===== config.mk =====
export PLATFORM = sky130hd
export DESIGN_NAME = tmr_core
export DESIGN_NICKNAME = d
export VERILOG_FILES = /design/src/rtl/tmr_pkg.sv /design/src/rtl/tmr_ctrl_reg.sv /design/src/rtl/tmr_reload.sv /design/src/rtl/tmr_count.sv /design/src/rtl/tmr_smp_div.sv /design/src/rtl/tmr_core.sv
export SDC_FILE = /design/constraint.sdc
export NUM_CORES = 1
export LEC_CHECK = 0
export BUFFER_PORTS_ARGS = -buffer_cell sky130_fd_sc_hd__buf_4
export CORE_ASPECT_RATIO = 1.1
export CORE_MARGIN = 2
export CORE_UTILIZATION = 59
export CTS_CLUSTER_DIAMETER = 40
export DETAILED_ROUTE_END_ITERATION = 12
export GPL_ROUTABILITY_DRIVEN = 0
export PLACE_DENSITY = 0.83
export SLEW_MARGIN = 40
export SYNTH_ARGS = -nofsm -noshare
export SYNTH_HDL_FRONTEND = slang
export SYNTH_SLANG_ARGS = --single-unit
export TNS_END_PERCENT = 100

===== constraint.sdc =====
create_clock -name clk -period 3.3 [get_ports clk]
set_input_delay 0.66 -clock clk [delete_from_list [all_inputs] [get_ports clk]]
set_output_delay 0.66 -clock clk [all_outputs]
set_load 0.1 [all_outputs]

===== src/rtl/tmr_pkg.sv =====
package tmr_pkg;
  localparam int CTRL_W = 10;
  localparam int ADDR_W = 2;

  localparam logic [ADDR_W-1:0] ADR_CTRL   = 2'd0;
  localparam logic [ADDR_W-1:0] ADR_STAT   = 2'd1;
  localparam logic [ADDR_W-1:0] ADR_CNT    = 2'd2;
  localparam logic [ADDR_W-1:0] ADR_RELOAD = 2'd3;

  typedef enum logic [1:0] {
    ALIGN_EDGE  = 2'b00,
    ALIGN_CDN   = 2'b01,
    ALIGN_CUP   = 2'b10,
    ALIGN_CBOTH = 2'b11
  } align_e;

  // packed so the bit positions match the control word
  typedef struct packed {
    logic [1:0] clkdiv;
    logic       rl_buf;
    align_e     align;
    logic       down;
    logic       one_shot;
    logic       src_sel;
    logic       upd_off;
    logic       run;
  } ctrl_t;
endpackage


===== src/rtl/tmr_ctrl_reg.sv =====
module tmr_ctrl_reg
  import tmr_pkg::*;
(
  input  logic              clk,
  input  logic              rst_n,
  input  logic              wr_i,
  input  logic [CTRL_W-1:0] wdata_i,
  input  logic              stop_i,
  input  logic              hw_down_i,
  output ctrl_t             cfg_o,
  output logic [CTRL_W-1:0] rd_o
);
  ctrl_t cfg_q, cfg_d, req;

  always_comb begin
    req   = ctrl_t'(wdata_i);
    cfg_d = cfg_q;
    if (wr_i) begin
      cfg_d = req;
      if (cfg_q.align == ALIGN_EDGE && cfg_q.run && req.align != ALIGN_EDGE)
        cfg_d.align = cfg_q.align;
      if (cfg_q.align != ALIGN_EDGE)
        cfg_d.down = cfg_q.down;
    end else if (stop_i) begin
      cfg_d.run = 1'b0;
    end
  end

  always_ff @(posedge clk or negedge rst_n) begin
    if (!rst_n) cfg_q <= '0;
    else        cfg_q <= cfg_d;
  end

  always_comb begin
    ctrl_t shown;
    shown      = cfg_q;
    shown.down = hw_down_i;
    rd_o       = CTRL_W'(shown);
  end

  assign cfg_o = cfg_q;

  AST_MODE_LOCK: assert property (@(posedge clk) disable iff (!rst_n)
    (wr_i && cfg_q.run && cfg_q.align == ALIGN_EDGE) |=> (cfg_q.align == ALIGN_EDGE));
  AST_ONE_SHOT_STOP: assert property (@(posedge clk) disable iff (!rst_n)
    (stop_i && !wr_i) |=> !cfg_q.run);
endmodule


===== src/rtl/tmr_reload.sv =====
module tmr_reload #(
  parameter int CNT_W = 16
) (
  input  logic             clk,
  input  logic             rst_n,
  input  logic             wr_i,
  input  logic [CNT_W-1:0] wdata_i,
  input  logic             buf_i,
  input  logic             upd_i,
  output logic [CNT_W-1:0] pre_o,
  output logic [CNT_W-1:0] act_o
);
  logic [CNT_W-1:0] pre_q, act_q, act_d;

  always_comb begin
    act_d = act_q;
    if (wr_i && !buf_i) act_d = wdata_i;
    else if (upd_i)     act_d = wr_i ? wdata_i : pre_q;
  end

  always_ff @(posedge clk or negedge rst_n) begin
    if (!rst_n) begin
      pre_q <= '0;
      act_q <= '0;
    end else begin
      if (wr_i) pre_q <= wdata_i;
      act_q <= act_d;
    end
  end

  assign pre_o = pre_q;
  assign act_o = act_q;

  AST_SHADOW_HOLD: assert property (@(posedge clk) disable iff (!rst_n)
    (buf_i && !upd_i) |=> $stable(act_q));
  AST_SHADOW_FWD: assert property (@(posedge clk) disable iff (!rst_n)
    (buf_i && upd_i && wr_i) |=> (act_q == $past(wdata_i)));
endmodule


===== src/rtl/tmr_count.sv =====
module tmr_count
  import tmr_pkg::*;
#(
  parameter int CNT_W = 16
) (
  input  logic             clk,
  input  logic             rst_n,
  input  logic             run_i,
  input  align_e           align_i,
  input  logic             down_cfg_i,
  input  logic [CNT_W-1:0] limit_i,
  input  logic             load_i,
  input  logic [CNT_W-1:0] load_val_i,
  input  logic             reinit_i,
  output logic [CNT_W-1:0] cnt_o,
  output logic             dir_o,
  output logic             wrap_o
);
  localparam logic [CNT_W-1:0] ONE = CNT_W'(1);

  logic [CNT_W-1:0] cnt_q, cnt_d;
  logic             dir_q, dir_d;
  logic             center, going_down, at_top, at_bot, step;

  always_comb begin
    center     = (align_i != ALIGN_EDGE);
    going_down = center ? dir_q : down_cfg_i;
    at_top     = (cnt_q >= limit_i);
    at_bot     = (cnt_q == '0);
    step       = run_i && !load_i && !reinit_i;
    wrap_o     = step && (going_down ? at_bot : at_top);
  end

  always_comb begin
    cnt_d = cnt_q;
    dir_d = center ? dir_q : down_cfg_i;
    if (reinit_i) begin
      cnt_d = (!center && down_cfg_i) ? limit_i : '0;
    end else if (load_i) begin
      cnt_d = load_val_i;
    end else if (run_i) begin
      if (!center) begin
        if (going_down) cnt_d = at_bot ? limit_i : cnt_q - ONE;
        else            cnt_d = at_top ? '0 : cnt_q + ONE;
      end else if (going_down) begin
        if (at_bot) begin
          cnt_d = (limit_i == '0) ? '0 : ONE;
          dir_d = 1'b0;
        end else begin
          cnt_d = cnt_q - ONE;
        end
      end else begin
        if (at_top) begin
          cnt_d = (limit_i == '0) ? '0 : limit_i - ONE;
          dir_d = 1'b1;
        end else begin
          cnt_d = cnt_q + ONE;
        end
      end
    end
  end

  always_ff @(posedge clk or negedge rst_n) begin
    if (!rst_n) begin
      cnt_q <= '0;
      dir_q <= 1'b0;
    end else begin
      cnt_q <= cnt_d;
      dir_q <= dir_d;
    end
  end

  assign cnt_o = cnt_q;
  assign dir_o = going_down;

  AST_HOLD_IDLE: assert property (@(posedge clk) disable iff (!rst_n)
    (!run_i && !load_i && !reinit_i) |=> $stable(cnt_q));
  AST_UP_STEP: assert property (@(posedge clk) disable iff (!rst_n)
    (step && !center && !down_cfg_i && !at_top) |=> (cnt_q == $past(cnt_q) + ONE));
  AST_DOWN_WRAP: assert property (@(posedge clk) disable iff (!rst_n)
    (step && !center && down_cfg_i && at_bot) |=> (cnt_q == $past(limit_i)));
  AST_TURN_DOWN: assert property (@(posedge clk) disable iff (!rst_n)
    (step && center && !dir_q && at_top && align_i == $past(align_i)) |=> dir_q);
endmodule


===== src/rtl/tmr_smp_div.sv =====
module tmr_smp_div #(
  parameter int PRE_W = 2
) (
  input  logic       clk,
  input  logic       rst_n,
  input  logic [1:0] code_i,
  output logic       tick_o
);
  logic [PRE_W-1:0] pc_q;
  logic [PRE_W-1:0] mask;

  always_comb begin
    case (code_i)
      2'b01:   mask = PRE_W'(1);
      2'b10:   mask = PRE_W'(3);
      default: mask = '0;
    endcase
    tick_o = ((pc_q & mask) == mask);
  end

  always_ff @(posedge clk or negedge rst_n) begin
    if (!rst_n) pc_q <= '0;
    else        pc_q <= pc_q + PRE_W'(1);
  end

  AST_DIV4_GAP: assert property (@(posedge clk) disable iff (!rst_n)
    (code_i == 2'b10 && tick_o) |=> (!tick_o || code_i != 2'b10));
  AST_DIV1_ALL: assert property (@(posedge clk) disable iff (!rst_n)
    (code_i == 2'b00 || code_i == 2'b11) |-> tick_o);
endmodule


===== src/rtl/tmr_core.sv =====
module tmr_core
  import tmr_pkg::*;
#(
  parameter int DATA_W = 16,
  parameter int CNT_W  = 16,
  parameter int PRE_W  = 2
) (
  input  logic              clk,
  input  logic              rst_n,
  input  logic              bus_wr,
  input  logic [ADDR_W-1:0] bus_waddr,
  input  logic [DATA_W-1:0] bus_wdata,
  input  logic [ADDR_W-1:0] bus_raddr,
  output logic [DATA_W-1:0] bus_rdata,
  output logic [CNT_W-1:0]  cnt_o,
  output logic              upd_pulse_o,
  output logic              upd_flag_o,
  output logic              cmp_ok_o,
  output logic              dir_o,
  output logic              smp_tick_o
);
  ctrl_t             cfg;
  logic [CTRL_W-1:0] ctrl_rd;
  logic              wr_ctrl, wr_stat, wr_cnt, wr_rl;
  logic              sw_upd, wrap, upd, stop, flag_set, flag_clr;
  logic              flag_q, pulse_q;
  logic [CNT_W-1:0]  rl_pre, rl_act, cnt;
  logic              live_down;

  assign wr_ctrl = bus_wr && (bus_waddr == ADR_CTRL);
  assign wr_stat = bus_wr && (bus_waddr == ADR_STAT);
  assign wr_cnt  = bus_wr && (bus_waddr == ADR_CNT);
  assign wr_rl   = bus_wr && (bus_waddr == ADR_RELOAD);

  assign sw_upd   = wr_stat && bus_wdata[1];
  assign upd      = (wrap || sw_upd) && !cfg.upd_off;
  assign stop     = upd && cfg.one_shot && cfg.run;
  assign flag_set = upd && (!cfg.src_sel || wrap);
  assign flag_clr = wr_stat && !bus_wdata[0];

  tmr_ctrl_reg u_ctrl (
    .clk       (clk),
    .rst_n     (rst_n),
    .wr_i      (wr_ctrl),
    .wdata_i   (bus_wdata[CTRL_W-1:0]),
    .stop_i    (stop),
    .hw_down_i (live_down),
    .cfg_o     (cfg),
    .rd_o      (ctrl_rd)
  );

  tmr_reload #(.CNT_W(CNT_W)) u_reload (
    .clk     (clk),
    .rst_n   (rst_n),
    .wr_i    (wr_rl),
    .wdata_i (bus_wdata[CNT_W-1:0]),
    .buf_i   (cfg.rl_buf),
    .upd_i   (upd),
    .pre_o   (rl_pre),
    .act_o   (rl_act)
  );

  tmr_count #(.CNT_W(CNT_W)) u_count (
    .clk        (clk),
    .rst_n      (rst_n),
    .run_i      (cfg.run),
    .align_i    (cfg.align),
    .down_cfg_i (cfg.down),
    .limit_i    (rl_act),
    .load_i     (wr_cnt),
    .load_val_i (bus_wdata[CNT_W-1:0]),
    .reinit_i   (sw_upd),
    .cnt_o      (cnt),
    .dir_o      (live_down),
    .wrap_o     (wrap)
  );

  tmr_smp_div #(.PRE_W(PRE_W)) u_div (
    .clk    (clk),
    .rst_n  (rst_n),
    .code_i (cfg.clkdiv),
    .tick_o (smp_tick_o)
  );

  always_ff @(posedge clk or negedge rst_n) begin
    if (!rst_n) begin
      flag_q  <= 1'b0;
      pulse_q <= 1'b0;
    end else begin
      pulse_q <= upd;
      if (flag_set)      flag_q <= 1'b1;
      else if (flag_clr) flag_q <= 1'b0;
    end
  end

  always_comb begin
    case (bus_raddr)
      ADR_CTRL: bus_rdata = DATA_W'(ctrl_rd);
      ADR_STAT: bus_rdata = DATA_W'(flag_q);
      ADR_CNT:  bus_rdata = DATA_W'(cnt);
      default:  bus_rdata = DATA_W'(rl_pre);
    endcase
  end

  always_comb begin
    case (cfg.align)
      ALIGN_CDN: cmp_ok_o = cfg.run && live_down;
      ALIGN_CUP: cmp_ok_o = cfg.run && !live_down;
      default:   cmp_ok_o = cfg.run;
    endcase
  end

  assign cnt_o       = cnt;
  assign upd_pulse_o = pulse_q;
  assign upd_flag_o  = flag_q;
  assign dir_o       = live_down;

  AST_HIGH_BITS_ZERO: assert property (@(posedge clk) disable iff (!rst_n)
    (bus_raddr == ADR_CTRL) |-> ((bus_rdata >> CTRL_W) == '0));
  AST_MASK_NO_FLAG: assert property (@(posedge clk) disable iff (!rst_n)
    (cfg.upd_off && !flag_q) |=> !flag_q);
  AST_MASK_NO_PULSE: assert property (@(posedge clk) disable iff (!rst_n)
    (cfg.upd_off) |=> !pulse_q);
  AST_FLAG_STICKY: assert property (@(posedge clk) disable iff (!rst_n)
    (flag_q && !(wr_stat && !bus_wdata[0])) |=> flag_q);
endmodule


==> results of run 1 <==
[layout by cell type (no fill, tap or decap), drive strengths merged, types with 4 or more instances in the layout]
| cell type | n |
|---|---|
| buf | 101 |
| dfrtp | 63 |
| mux2 | 45 |
| nand2 | 39 |
| nor2 | 34 |
| inv | 31 |
| o21ai | 28 |
| a21oi | 26 |
| ha | 24 |
| xnor2 | 23 |
| nand3 | 14 |
| xor2 | 11 |
| nor2b | 11 |
| a22o | 10 |
| mux2i | 9 |
| nor3 | 9 |
| nor4 | 9 |
| a31oi | 9 |
| a22oi | 9 |
| clkbuf | 9 |
| nand4 | 8 |
| o221ai | 7 |
| a211oi | 6 |
| a221oi | 6 |
| o31ai | 5 |
| o21a | 4 |
| or3 | 4 |
| nand2b | 4 |
| or4 | 4 |
| a311oi | 4 |
| o211ai | 4 |
[worst max path at each step]
stage	slack (ps)	start	to
3_5_place_dp	200	u_count.cnt_o[0]	u_reload.act_o[0]
6_report	110	u_count.cnt_o[0]	u_reload.act_o[14]
2_1_floorplan	-240	u_ctrl.cfg_o[5]	cmp_ok_o
4_1_cts	140	u_count.cnt_o[0]	u_reload.act_o[14]
5_1_grt	9	u_reload.act_o[13]	u_reload.act_o[7]
3_3_place_gp	250	u_count.cnt_o[0]	u_count.cnt_o[5]
[logic make-up after synthesis]
family	count (synthesis)
AOI/OAI and AO/OA	141
xor gates and xnor gates	34
adders and majority gates	24
buffers and inverters	72
DFF	63
muxes	55
and+or+nand+nor	152
[power groups by stage]
stage                     sequential [uW]  clock (uW)  combinational [uW]
after detailed placement             1410           0                4220
after global routing                 1450         887                4560
after CTS                            1400         857                4250
after global placement               1390           0                4130
after floorplan                      1980           0                2460
final                                1420         853                4350
[Yosys cell counts (all sizes together), types with 4 or more instances]
master	n
mux2	45
clkbuf	32
a22oi	9
nand2	39
a31oi	9
a22o	10
nand4	8
mux2i	9
dfrtp	63
or4	4
a21oi	26
nor3	9
ha	24
nor2b	11
nand3	14
nand2b	4
o221ai	7
buf	10
o21a	4
or3	4
xor2	11
a211oi	6
o31ai	5
nor2	34
o21ai	28
xnor2	23
nor4	9
a221oi	6
inv	30
a311oi	4
o211ai	4
[worst max-delay path, cell delays in order, from the launching register on]
cell and delay, ps:
dfrtp_4 520, inv_1 90, ha_1 220, nand2b_1 150, a2111o_1 430, a31o_1 250, or4_1 480, a41oi_4 260
o22ai_4 280, mux2_4 370
[what timing repair did]
item	CTS	global route
resized for setup	0	1
setup endpoints to repair	0	2
hold buffers	0	0
[layout make-up]
type,count,area [um^2],area share
multi-input combinational,406,3050,0.517
sequential,63,1590,0.270
inverter,30,113,0.0191
tap,108,135,0.0229
clock inverter,7,120,0.0204
clock buffer,9,124,0.0210
timing repair buffer,101,762,0.129
[flip-flops by register name, indices dropped and copies added (netlist names)]
name and flops:
u_reload.pre_o 16, u_count.cnt_o 16, u_ctrl.cfg_o 10, u_reload.act_o 16, upd_flag_o 1, upd_pulse_o 1
u_div.pc_q 2, u_count.dir_q 1
[stage by stage]
stage                     total power, uW  utilization  hold WS (ps)  std cells
after global routing                 6900        0.737           321        724
after global placement               5510        0.705           451        708
after CTS                            6510        0.736           428        724
after floorplan                      4440            -           364        541
final                                6620        0.737           267        724
after detailed placement             5630        0.705           463        708
[metal layers]
metal / GRT usage / vias to the layer above / wire length [um]
met3: 0.106 / 66 / 2140
met2: 0.556 / 415 / 7210
met1: 0.481 / 2356 / 6150
li1: - / 2130 / -
met4: 0.159 / 0 / 575
met5: 0 / - / 0
==> metrics.txt, run 1 <==
register area share after synthesis 0.322; routed wire length roughly 16000 um; critical path class reg2reg; simple-gate share of the synthesized area 0.157; Final Worst Setup Slack 105 ps; area leader, netlist dfrtp_1; XOR/XNOR share of the synthesized area 0.0608; Max Cap Viol 0; # Post-CTS Setup Buffers 0; WL per Instance 22.2 um; layout cells sized above 1 0.302; reg-to-reg critical path startpoint u_count.cnt_o[0]; pwr dens 1120 mW/mm^2; Comb pwr share 0.656; switching share of power 0.537; min cycle time layout between 3000 and 4000 ps; Avg Cell Area, Syn approximately 9.1 um^2; status finished clean; crit path max fanout 16; DRT iter0 DRCs 632; die height around 100 um; clock latency on the worst-skew pair roughly 360 ps; H-tree levels 3; first-pass GRT wire length 25500 um; drt pass-1 iters 9; worst slack, placed 200 ps; Synth Area in Adders 0.0613; Final Max Slew Viols 0; YS warnings 0; top cells by area, synth dfrtp_1 32%, mux2_2 8.0%, ha_1 6.1%, xnor2_1 4.1%, mux2_4 3.1%; Seq cells post-synth 63; sw power roughly 3600 uW; FILL cells a little over 600; FMAX 0.313 GHz; type of origin of the critical path flop; total grt overflow 0; DRC 0; clk sink count 63; Die Span X 90.9 um; Core ar. roughly 0.0080 mm^2; Finish-stage setup viols 0; Syn Nets 588; Int Power 3060 uW; Critical Path RT between 3000 and 4000 ps; Crit Reg-Reg Endpoint u_reload.act_o[14]; initial antenna violation count 0; final net count 658; Reg2Reg Setup Slack 110 ps; setup TNS 0 ps; routed vias 4967; Total Routing Usage GR 0.363; Critical Path End Type flop; Longest Clk Path Bufs 2; vias in the first global route 4777; post-synth top area share 0.322; Synth Flop Type dfrtp_1; Top-Level Pins 60; Rel. slew slack 0.414; Syn Inst Count 541; RSZ-0062 raised after global routing false; fraction of power consumed by the clock network 0.129; Core Rows 34; multiplexer share of the synthesized area 0.134; Final ANT Viol Nets 0; Least-Margin Pin Slew 871 ps; post-synthesis compound-gate area fraction 0.205; clk_skew 12.8 ps; Netlist cell types just over 60; Root Driver clkbuf_8; Area Growth Syn to Fin 20.3%; Area after DPL 0.00564 mm^2; Initial Util 0.612; Flop pwr share 0.215; Hold Crit Class in2async; asr flop ratio synth 1.00; critical path data arrival time between 3000 and 4000 ps; maximum vdd drop 617 uV; Tcrit/Tclk final 0.968; largest family of logic cells by synthesized area compound AO/OA/AOI/OAI gates; CTS tree done; Worst R2R Path Depth 9; Clock transition at path regs 80 ps; post-route cell area 0.00589 mm^2; Num CTS Buffers 9; hpwl dp 11300 um; Post-synth EDFFs 0; Leak between 0.002 and 0.003 uW; Vias per Instance ~6.9; die footprint ~0.009 mm^2; Final Hold Fails 0; antenna diode count 0; Post-Syn Area just under 0.005 mm^2; largest net degree at the start of global routing 64; Port-buffer cells 59
Power figures use the tool's default switching activity.
==> run 2, diff against run 1 <==
--- a/config.mk
+++ b/config.mk
@@ -12,6 +12,7 @@
 export CTS_CLUSTER_DIAMETER = 40
 export DETAILED_ROUTE_END_ITERATION = 12
 export GPL_ROUTABILITY_DRIVEN = 0
+export MAX_ROUTING_LAYER = met4
 export PLACE_DENSITY = 0.83
 export SLEW_MARGIN = 40
 export SYNTH_ARGS = -nofsm -noshare
==> run 2 against run 1 <==
Cell count unchanged. First-iteration DRC count rose by 21%. Critical endpoint is now u_reload.act_o[6]. Hold slack worse by 14 ps. Worst setup slack lost 5.4 ps. Clock skew is 1.8 ps higher. Die area stayed put. Global-route usage increased by 1.1 points. Final area did not move. Clock-buffer cell count unchanged. Clock power up 0.5%.
==> metrics.txt, run 2 (synthesis gave the netlist of run 1 again) <==
post-route cell area 0.00589 mm^2 (unchanged); # Post-CTS Setup Buffers 0 (unchanged); Rel. slew slack 0.401 (was 0.414); Area Growth Syn to Fin 20.3% (unchanged); pwr dens 1130 mW/mm^2 (was 1120 mW/mm^2); Core Rows 34 (unchanged); cts hold-fix bufs 0 (unchanged); Hold Crit Class in2async (unchanged); first-pass GRT wire length 25400 um (was 25500 um); Port-buffer cells 59 (unchanged); crit path max fanout 16 (unchanged); Tcrit/Tclk final 0.970 (was 0.968); most frequent cells in the layout 100 x buf_4, 53 x dfrtp_1, 39 x nand2_1 (unchanged); Final Max Slew Viols 0 (unchanged); Clock transition at path regs 80 ps (about the same); vias in the first global route 4765 (was 4777); status finished clean (unchanged); drt pass-1 iters 7 (was 9); FILL cells 612 (unchanged); Final Hold Fails 0 (unchanged); antenna diode count 0 (unchanged); WL per Instance 22.3 um (was 22.2 um); critical path data arrival time 3450 ps (was 3440 ps); Die Span X 90.9 um (unchanged); Final ANT Viol Nets 0 (unchanged); clk_skew 14.6 ps (was 12.8 ps); Initial Util 0.612 (unchanged); CTS tree done (unchanged); Num CTS Buffers 9 (unchanged); PostCTS Resize Cnt 0 (unchanged); Vias per Instance 6.82 (was 6.86); Area after DPL 0.00564 mm^2 (unchanged); maximum vdd drop 617 uV (about the same); clock latency on the worst-skew pair 370 ps (was 360 ps); total power 6630 uW (was 6620 uW); Finish-stage setup viols 0 (unchanged); multi-input logic area 0.00305 mm^2 (unchanged); H-tree levels 3 (unchanged); hpwl dp 11300 um (unchanged); die footprint 0.00905 mm^2 (unchanged); routed wire length 16100 um (about the same); critical path class reg2reg (unchanged); die height 99.6 um (unchanged); Longest Clk Path Bufs 2 (unchanged); Max Cap Viol 0 (unchanged); most common cell after layout, fill and taps aside buf_4 (unchanged); Critical Path RT 3550 ps (was 3540 ps); DRC 0 (unchanged); Critical Path End Type flop (unchanged); clk sink count 63 (unchanged); setup TNS 0 ps (unchanged); Leak 0.00255 uW (unchanged); total grt overflow 0 (unchanged); largest net degree at the start of global routing 64 (unchanged); Least-Margin Pin Slew 891 ps (was 871 ps); DRT iter0 DRCs 767 (was 632); routed vias 4938 (was 4967); Top-Level Pins 60 (unchanged); FMAX 0.313 GHz (about the same); Core ar. 0.00800 mm^2 (unchanged); initial antenna violation count 0 (unchanged); min cycle time layout 3200 ps (was 3190 ps); layout cells sized above 1 0.302 (unchanged); type of origin of the critical path flop (unchanged); final net count 658 (unchanged); storage element area 0.00159 mm^2 (unchanged); Root Driver clkbuf_8 (unchanged); RSZ-0062 raised after global routing false (unchanged); Total Routing Usage GR 0.374 (was 0.363)
## run 2: cell counts in the layout (fill, tap and decap cells not counted)
No cell type changed its count.
## run 2: final cells by class
cell class | instances | share of cell area
Multi-Input combinational cell | 406 | 0.517
Clock buffer | 9 | 0.0210
Tap cell | 108 | 0.0229
Inverter | 30 | 0.0191
Timing Repair Buffer | 101 | 0.129
Clock inverter | 7 | 0.0204
Sequential cell | 63 | 0.270
## run 2: stage by stage
step                utilization  std cells  hold slack, ps  worst slack (ps)
floorplan                     -        541             364              -240
global placement          0.705        708             451               252
detailed placement        0.705        708             463               200
CTS                       0.736        724             428               142
global route              0.737        724             321              10.2
finish                    0.737        724             253               100
## run 2: path summary, 6_finish.rpt
| kind | from | endpoint | cells after the start | slack [ps] |
|---|---|---|---|---|
| worst max-delay path | u_reload.act_o[13] | u_reload.act_o[6] | 9 | 100 |
| worst min-delay path | rst_n | u_reload.pre_o[1] | 1 | 250 |
| worst max register to register | u_reload.act_o[13] | u_reload.act_o[6] | 9 | 100 |
| worst min register to register | u_div.pc_q[1] | u_div.pc_q[1] | 1 | 470 |
| max in group asynchronous | rst_n | u_count.cnt_o[14] | 1 | 2560 |
| min in group clk | u_div.pc_q[1] | u_div.pc_q[1] | 1 | 470 |
## run 2: critical path, stage by stage, from the launching register on
cell     delay [ps]
dfrtp_1         470
inv_1           100
ha_1            300
nand4_1         170
nor3_1          350
a31o_1          250
or4_1           190
a41oi_4         160
o22ai_4         660
mux2_2          420
## run 2: report_power, final
group / internal, uW / switching, uW / total [uW]
Combinational: 1500 / 2840 / 4350
Clock: 504 / 353 / 857
Sequential: 1050 / 370 / 1420
Total: 3060 / 3560 / 6630
## run 2: layer usage
layer / up-vias / share of wire / GRT usage
li1: 2128 / - / -
met1: 2371 / 0.39 / 0.486
met2: 372 / 0.45 / 0.553
met3: 67 / 0.12 / 0.100
met4: 0 / 0.040 / 0.163
met5: - / 0 / -
==> run 3, diff against run 2 <==
--- a/config.mk
+++ b/config.mk
@@ -5,15 +5,15 @@
 export SDC_FILE = /design/constraint.sdc
 export NUM_CORES = 1
 export LEC_CHECK = 0
-export BUFFER_PORTS_ARGS = -buffer_cell sky130_fd_sc_hd__buf_4
 export CORE_ASPECT_RATIO = 1.1
 export CORE_MARGIN = 2
-export CORE_UTILIZATION = 59
+export CORE_UTILIZATION = 60
 export CTS_CLUSTER_DIAMETER = 40
 export DETAILED_ROUTE_END_ITERATION = 12
+export DONT_BUFFER_PORTS = 1
 export GPL_ROUTABILITY_DRIVEN = 0
 export MAX_ROUTING_LAYER = met4
-export PLACE_DENSITY = 0.83
+export PLACE_DENSITY = 0.78
 export SLEW_MARGIN = 40
 export SYNTH_ARGS = -nofsm -noshare
 export SYNTH_HDL_FRONTEND = slang
==> constraint.sdc (replaced) <==
create_clock -name clk -period 3.5 [get_ports clk]
set_input_delay 0.7 -clock clk [delete_from_list [all_inputs] [get_ports clk]]
set_output_delay 0.7 -clock clk [all_outputs]
set_load 0.1 [all_outputs]
==> run 3 against run 2 <==
Global-route usage is 1.2 points lower. Flip-flop and latch count stayed put. Worst setup slack better by 180 ps. Critical endpoint is now bus_rdata[4]. Cell count is 5.0% lower. Hold slack worse by 230 ps. Core utilization is 3.3 points lower. Sequential share of layout area is 1.3 points higher. Largest power group unchanged.
==> metrics.txt, run 3 (synthesis gave the netlist of run 1 again) <==
status finished clean (unchanged); Longest Clk Path Bufs 2 (unchanged); pwr dens 1070 mW/mm^2 (was 1130 mW/mm^2); CTS tree done (unchanged); routed vias 4726 (was 4938); worst slack, placed 375 ps (was 200 ps); final core area utilization 0.704 (was 0.737); die height 98.8 um (was 99.6 um); Critical Path End Type primary output (was flop); clock latency on the worst-skew pair 360 ps (was 370 ps); Max Cap Viol 0 (unchanged); RSZ-0062 raised after global routing false (unchanged); die footprint 0.00890 mm^2 (was 0.00905 mm^2); critical path data arrival time 2520 ps (was 3450 ps); Critical Path RT 2800 ps (was 3550 ps); type of origin of the critical path flop (unchanged); Num CTS Buffers 9 (unchanged); routed wire length 15500 um (was 16100 um); Post-Layout Cell Count 688 (was 724); Die Span X 90.1 um (was 90.9 um); Rel. slew slack 0.424 (was 0.401); DRT iter0 DRCs 627 (was 767); critical path class reg2out (was reg2reg); Area Growth Syn to Fin 13.7% (was 20.3%); drt pass-1 iters 6 (was 7); final net count 623 (was 658); Clock transition at path regs 80 ps (about the same); Finish-stage setup viols 0 (unchanged); H-tree levels 3 (unchanged); first-pass GRT wire length 24500 um (was 25400 um); Tcrit/Tclk final 0.920; Hold Crit Class in2async (unchanged); Final ANT Viol Nets 0 (unchanged); WL per Instance 22.5 um (was 22.3 um); Top-Level Pins 60 (unchanged); PostCTS Resize Cnt 0 (unchanged); total grt overflow 0 (unchanged); Least-Margin Pin Slew 864 ps (was 891 ps); DRC 0 (unchanged); most common cell after layout, fill and taps aside buf_4 (unchanged); most frequent cells in the layout 65 x buf_4, 62 x dfrtp_1, 39 x nand2_1 (was 100 x buf_4, 53 x dfrtp_1, 39 x nand2_1); Core ar. 0.00791 mm^2 (was 0.00800 mm^2); FMAX 0.311 GHz; placed cell count 673 (was 708); layout cells sized above 1 0.245 (was 0.302); clk_skew 13.1 ps (was 14.6 ps); antenna diode count 0 (unchanged); Final Hold Fails 0 (unchanged); crit path max fanout 9 (was 16); Initial Util 0.619 (was 0.612); Root Driver clkbuf_8 (unchanged); Final Max Slew Viols 0 (unchanged); Port-buffer cells 0 (was 59); hpwl dp 10800 um (was 11300 um); Vias per Instance 6.87 (was 6.82); largest net degree at the start of global routing 64 (unchanged); # Post-CTS Setup Buffers 0 (unchanged); cts hold-fix bufs 0 (unchanged); maximum vdd drop 506 uV (was 617 uV); vias in the first global route 4702 (was 4765); Total Routing Usage GR 0.362 (was 0.374); clk sink count 63 (unchanged); min cycle time layout 3220 ps; initial antenna violation count 0 (unchanged); Leak 0.00237 uW (was 0.00255 uW); Core Rows 34 (unchanged); Final Worst Setup Slack 280 ps (was 100 ps)
-- run 3: worst paths after layout --
path                                endpoint          startpoint  depth (start not counted)  slack (ps)
max reg2reg                u_reload.act_o[3]  u_reload.act_o[12]                          9         290
min in group clk               u_div.pc_q[1]       u_div.pc_q[1]                          1         470
min reg2reg                    u_div.pc_q[1]       u_div.pc_q[1]                          1         470
min                        u_count.cnt_o[10]               rst_n                          0          20
max                             bus_rdata[4]     u_ctrl.cfg_o[5]                          8         280
max in group asynchronous  u_reload.act_o[8]               rst_n                          0        3370
-- run 3: routing by layer --
metal / global-route usage / vias up / share of wire
met5: - / - / 0
met4: 0.217 / 0 / 0.059
met3: 0.0826 / 86 / 0.12
met2: 0.551 / 366 / 0.44
met1: 0.443 / 2211 / 0.38
li1: - / 2063 / -
-- run 3: report_power, final --
| part | switching [uW] | total, uW | internal [uW] |
|---|---|---|---|
| Combinational | 2640 | 3970 | 1330 |
| Sequential | 339 | 1320 | 982 |
| Clock | 316 | 639 | 323 |
| Total | 3290 | 5930 | 2640 |
-- run 3: area by class of cell --
type                            instances  area, um^2
Multi-Input combinational cell        406        3050
Fill cell                             608        2340
Sequential cell                        63        1580
Timing Repair Buffer                   66         508
Tap cell                              108         135
Clock buffer                            9         124
Inverter                               30         113
Clock inverter                          6        62.6
-- run 3: metrics by stage --
| step | hold slack [ps] | total power (uW) | TNS, ps | cell area, um^2 |
|---|---|---|---|---|
| 3_3_place_gp | 407 | 5050 | 0 | 5380 |
| 3_5_place_dp | 407 | 5150 | 0 | 5380 |
| 2_1_floorplan | 404 | 4180 | -79.6 | 4910 |
| 5_1_grt | 19.5 | 6180 | 0 | 5570 |
| 6_report | 22.9 | 5930 | 0 | 5570 |
| 4_1_cts | 31.6 | 5810 | 0 | 5570 |
-- run 3: critical path, cell delays in order (launching register included) --
cell and delay (ps):
dfrtp_1 400, inv_1 90, ha_1 390, nand2_1 190, o21a_1 190, inv_2 70, buf_4 360, a22o_1 280
buf_12 190
